`src/rtl/imm_ext_pkg.sv`:
```
package imm_ext_pkg;
  localparam int unsigned IMM_DATA_W = 64;
  localparam int unsigned IMM_SIMM_W = 32;
  localparam int unsigned IMM_NUM_W  = 4;
  localparam int unsigned IMM_SEL_W  = $clog2(IMM_NUM_W);

  typedef enum logic [IMM_SEL_W-1:0] {
    WSEL_8  = 2'd0,
    WSEL_16 = 2'd1,
    WSEL_32 = 2'd2,
    WSEL_64 = 2'd3
  } wsel_e;
endpackage

```
`src/rtl/imm_sext.sv`:
```
// Sign-extends the low 8<<k bits of the raw field, k picked by len_i.
module imm_sext #(
  parameter int unsigned DATA_W = 64,
  parameter int unsigned NUM_W  = 4,
  localparam int unsigned SEL_W = $clog2(NUM_W)
) (
  input  logic [DATA_W-1:0] raw_i,
  input  logic [SEL_W-1:0]  len_i,
  output logic [DATA_W-1:0] ext_o
);
  logic [DATA_W-1:0] cand [NUM_W];

  for (genvar g = 0; g < NUM_W; g++) begin : g_len
    localparam int unsigned B = 8 << g;
    logic signed [B-1:0] slice;
    assign slice   = raw_i[B-1:0];
    assign cand[g] = DATA_W'(slice);
  end

  assign ext_o = cand[len_i];
endmodule

```
`src/rtl/imm_size_mask.sv`:
```
// Clears bits at and above the operation width.
module imm_size_mask #(
  parameter int unsigned DATA_W = 64,
  parameter int unsigned NUM_W  = 4,
  localparam int unsigned SEL_W = $clog2(NUM_W)
) (
  input  logic [DATA_W-1:0] val_i,
  input  logic [SEL_W-1:0]  size_i,
  output logic [DATA_W-1:0] val_o
);
  logic [DATA_W-1:0] mask [NUM_W];

  for (genvar g = 0; g < NUM_W; g++) begin : g_mask
    localparam int unsigned B = 8 << g;
    if (B >= DATA_W) begin : g_full
      assign mask[g] = '1;
    end else begin : g_part
      assign mask[g] = {{(DATA_W-B){1'b0}}, {B{1'b1}}};
    end
  end

  assign val_o = val_i & mask[size_i];
endmodule

```
`src/rtl/imm_fit_chk.sv`:
```
// High when the value survives a round trip through a SIMM_W-bit signed field.
module imm_fit_chk #(
  parameter int unsigned DATA_W = 64,
  parameter int unsigned SIMM_W = 32
) (
  input  logic [DATA_W-1:0] val_i,
  output logic              fits_o
);
  logic [DATA_W-SIMM_W:0] top_bits;
  assign top_bits = val_i[DATA_W-1:SIMM_W-1];
  assign fits_o   = (&top_bits) | ~(|top_bits);
endmodule

```
`src/rtl/imm_ext_unit.sv`:
```
module imm_ext_unit
  import imm_ext_pkg::*;
#(
  parameter int unsigned DATA_W = IMM_DATA_W,
  parameter int unsigned SIMM_W = IMM_SIMM_W,
  parameter int unsigned NUM_W  = IMM_NUM_W,
  localparam int unsigned SEL_W = $clog2(NUM_W)
) (
  input  logic [DATA_W-1:0] imm_raw_i,
  input  logic [SEL_W-1:0]  imm_len_i,
  input  logic [SEL_W-1:0]  op_size_i,
  input  logic              mov_form_i,
  output logic [DATA_W-1:0] operand_o,
  output logic              encodable_o,
  output logic              len_err_o
);
  localparam logic [SEL_W-1:0] SEL_FULL = SEL_W'(NUM_W - 1);

  logic [DATA_W-1:0] ext_val;
  logic [DATA_W-1:0] sized_val;
  logic              fits_simm;
  logic              wide_move;
  logic              full_len;

  imm_sext #(.DATA_W(DATA_W), .NUM_W(NUM_W)) u_sext (
    .raw_i (imm_raw_i),
    .len_i (imm_len_i),
    .ext_o (ext_val)
  );

  imm_size_mask #(.DATA_W(DATA_W), .NUM_W(NUM_W)) u_mask (
    .val_i  (ext_val),
    .size_i (op_size_i),
    .val_o  (sized_val)
  );

  imm_fit_chk #(.DATA_W(DATA_W), .SIMM_W(SIMM_W)) u_fit (
    .val_i  (imm_raw_i),
    .fits_o (fits_simm)
  );

  // only the full-width move may carry a full-width immediate
  assign wide_move   = mov_form_i && (op_size_i == SEL_FULL);
  assign full_len    = (imm_len_i == SEL_FULL);
  assign len_err_o   = full_len && !wide_move;
  assign operand_o   = len_err_o ? '0 : sized_val;
  assign encodable_o = fits_simm || wide_move;
endmodule

```
`config.mk`:
```
export PLATFORM = sky130hd
export DESIGN_NAME = imm_ext_unit
export DESIGN_NICKNAME = d
export VERILOG_FILES = /design/src/rtl/imm_ext_pkg.sv /design/src/rtl/imm_sext.sv /design/src/rtl/imm_size_mask.sv /design/src/rtl/imm_fit_chk.sv /design/src/rtl/imm_ext_unit.sv
export SDC_FILE = /design/constraint.sdc
export NUM_CORES = 1
export LEC_CHECK = 0
export ABC_CLOCK_PERIOD_IN_PS = 2100
export BUFFER_PORTS_ARGS = -buffer_cell sky130_fd_sc_hd__clkbuf_2
export CORE_AREA = 2 2 56 58
export DETAILED_ROUTE_END_ITERATION = 8
export DIE_AREA = 0 0 58 60
export PLACE_DENSITY = 0.91
export SYNTH_ARGS = -nofsm -noshare
export SYNTH_HDL_FRONTEND = slang
export SYNTH_SLANG_ARGS = --single-unit
```
`constraint.sdc`:
```
create_clock -name vclk -period 2.1
set_input_delay 0.21 -clock vclk [all_inputs]
set_output_delay 0.21 -clock vclk [all_outputs]
set_load 0.01 [all_outputs]
```
==> results.ini <==
[die]
fp.coreArea_um2 = 2900
die_h_um = 60
die_x_um = 58
rows = 20
io-pin-count = 135
initial_utilization_pct = 31.9
die_area_um2 = 3480

[global_routing]
grt.overflow.total = 0
busiest_layer = met2
grt_pass1_vias = 1225
gr-usage-met1_pct = 19.9
use_met3_pct = 1.30
met2_usage_pct = 38.1
grt_max_degree = 33
grt_pass1_wl_mm = 5.18
grt_antenna_before_repair = 0
grt_usage_pct = 18.0

[route]
drtIter0Drc = 56
first_pass_iters = 4
viasPerCell = 5.06
wirelength_mm = 3.74
ant_nets = 0
drc = 0
routedWlPerCell_um = 11.4
vias = 1664

[flow_run]
maxCapViolations = 0

[yosys]
syn-cell-area_um2 = 927
synthTopCellsByArea = a21oi_1, nand2_1, a21oi_2
yosysTopAreaCell = a21oi_1
yosys-top-cells-count = nand2_1, a21oi_1, a21oi_2
synth.yosys.seq_area_share_pct = 0
syn_nets = 244
synthCells = 175
yosysMostFrequentCell = nand2_1
synthDistinctLibCells = 22
synth.avg_cell_area_um2 = 5.30
yosysWarningCount = 0
netlist.area_leader.share_pct = 24.8

[sta]
finalHoldViolCount = 0
timing.fmax_ghz = 0.590
tightest_slew_ps = 413
min_period_over_period_pct = 80.7
max_slew_margin_pct = 72.5
setup-violations-final = 0
fin_setup_tns_ps = 0
drv_slew = 0
finalCriticalPeriod_ps = 1690
rsz0062_at_grt = no

[critical_path]
startpoint_type = input pin
crit_path_max_fanout = 32
critPathSlowestCell = buf_4
critPathCaptureType = output port
path_class = input pin to output port
crit_arrival_ps = 1480
cp_common_cell = clkbuf_2
cp_slowest_stage_delay_ps = 250
cp_cell_sequence = clkbuf_2 > and2_1 > nand2_2 > nand3_2 > buf_4 > a21oi_1 > clkbuf_2
crit_start = imm_len_i[1]
worstPathRequired_ps = 1890

[power_and_ir_drop]
ir_drop_v = 0.000161
p_leak_nw = 0.846
powerDensity_nw_per_um2 = 216

[layout]
num-fill-cells = 308
multi_input_area_um2 = 818
seqCellArea_um2 = 0
final_layout_size_suffix_gt1_share_pct = 52.0
nets = 367
syn2layout_area_growth_pct = 69.2
stdcell_count = 329
flops_and_latches = 0
antenna_cells = 0
num-clock-buffers = 0

[placement]
place_congestion = 0.856
portBuffers = 135
hpwl_mm = 3.09
dp_cells = 329

[min_path]
hold_path_depth = 3
hold_path_end = operand_o[6]
hold_start = imm_raw_i[6]
hp-class = input pin to output port

[status]
outcome = finished, final reports clean

[clocking]
post_cts_resized = 0
postCtsSetupRepairBufs = 0
holdBufCountCts = 0

## routing by layer
layer	vias up	wire length, um
met3	2	338
met5	-	0
met4	0	21
li1	866	-
met1	711	1470
met2	85	1910
## cells by family after synthesis
logic type,count (synthesis),synth area share (%)
AOI/OAI and AO/OA,66,41.2
and+or+nand+nor,89,46.0
muxes,1,1.08
buffers and inverters,19,11.7
## placed cells by master (no fill, tap or decap), drive strengths merged
master / n
clkbuf: 135
a21oi: 56
nand2: 52
and2: 9
nor4: 9
nand4: 9
o21ai: 9
buf: 4
nand3: 4
nor2: 2
or3: 2
inv: 1
mux2i: 1
or2: 1
o21a: 1
and3: 1
## cell type report
| class | count | share of cell area [%] |
|---|---|---|
| multi-input cells | 156 | 52.2 |
| repair buffers | 139 | 45.0 |
| well taps | 33 | 2.63 |
| inverters | 1 | 0.239 |
## worst max-delay path: cells and delay by family
kind / cells / cell delay (ps)
buffers and inverters: 3 / 580
and+or+nand+nor: 3 / 480
AOI/OAI and AO/OA: 1 / 210
## worst max-delay path by stage
| stage | to | depth (start not counted) |
|---|---|---|
| floorplan | operand_o[43] | 7 |
| global placement | operand_o[56] | 7 |
| detailed placement | operand_o[56] | 7 |
| CTS | operand_o[56] | 7 |
| global route | operand_o[56] | 7 |
| finish | operand_o[56] | 7 |
## power by group
group          switching [mW]  internal (mW)
Combinational           0.198          0.142
Sequential                  0              0
Clock                       0              0
Total                   0.198          0.142
## metrics by stage
step | power (mW) | hold WS (ps) | worst slack [ps] | util, % | area [um^2]
2_1_floorplan | 0.188 | 540 | 693 | - | 927
3_3_place_gp | 0.335 | 713 | 445 | 54.1 | 1570
3_5_place_dp | 0.340 | 713 | 406 | 54.1 | 1570
4_1_cts | 0.341 | 713 | 398 | 54.1 | 1570
5_1_grt | 0.373 | 718 | 309 | 54.1 | 1570
6_report | 0.340 | 710 | 405 | 54.1 | 1570
(Power assumes the default switching activity.)
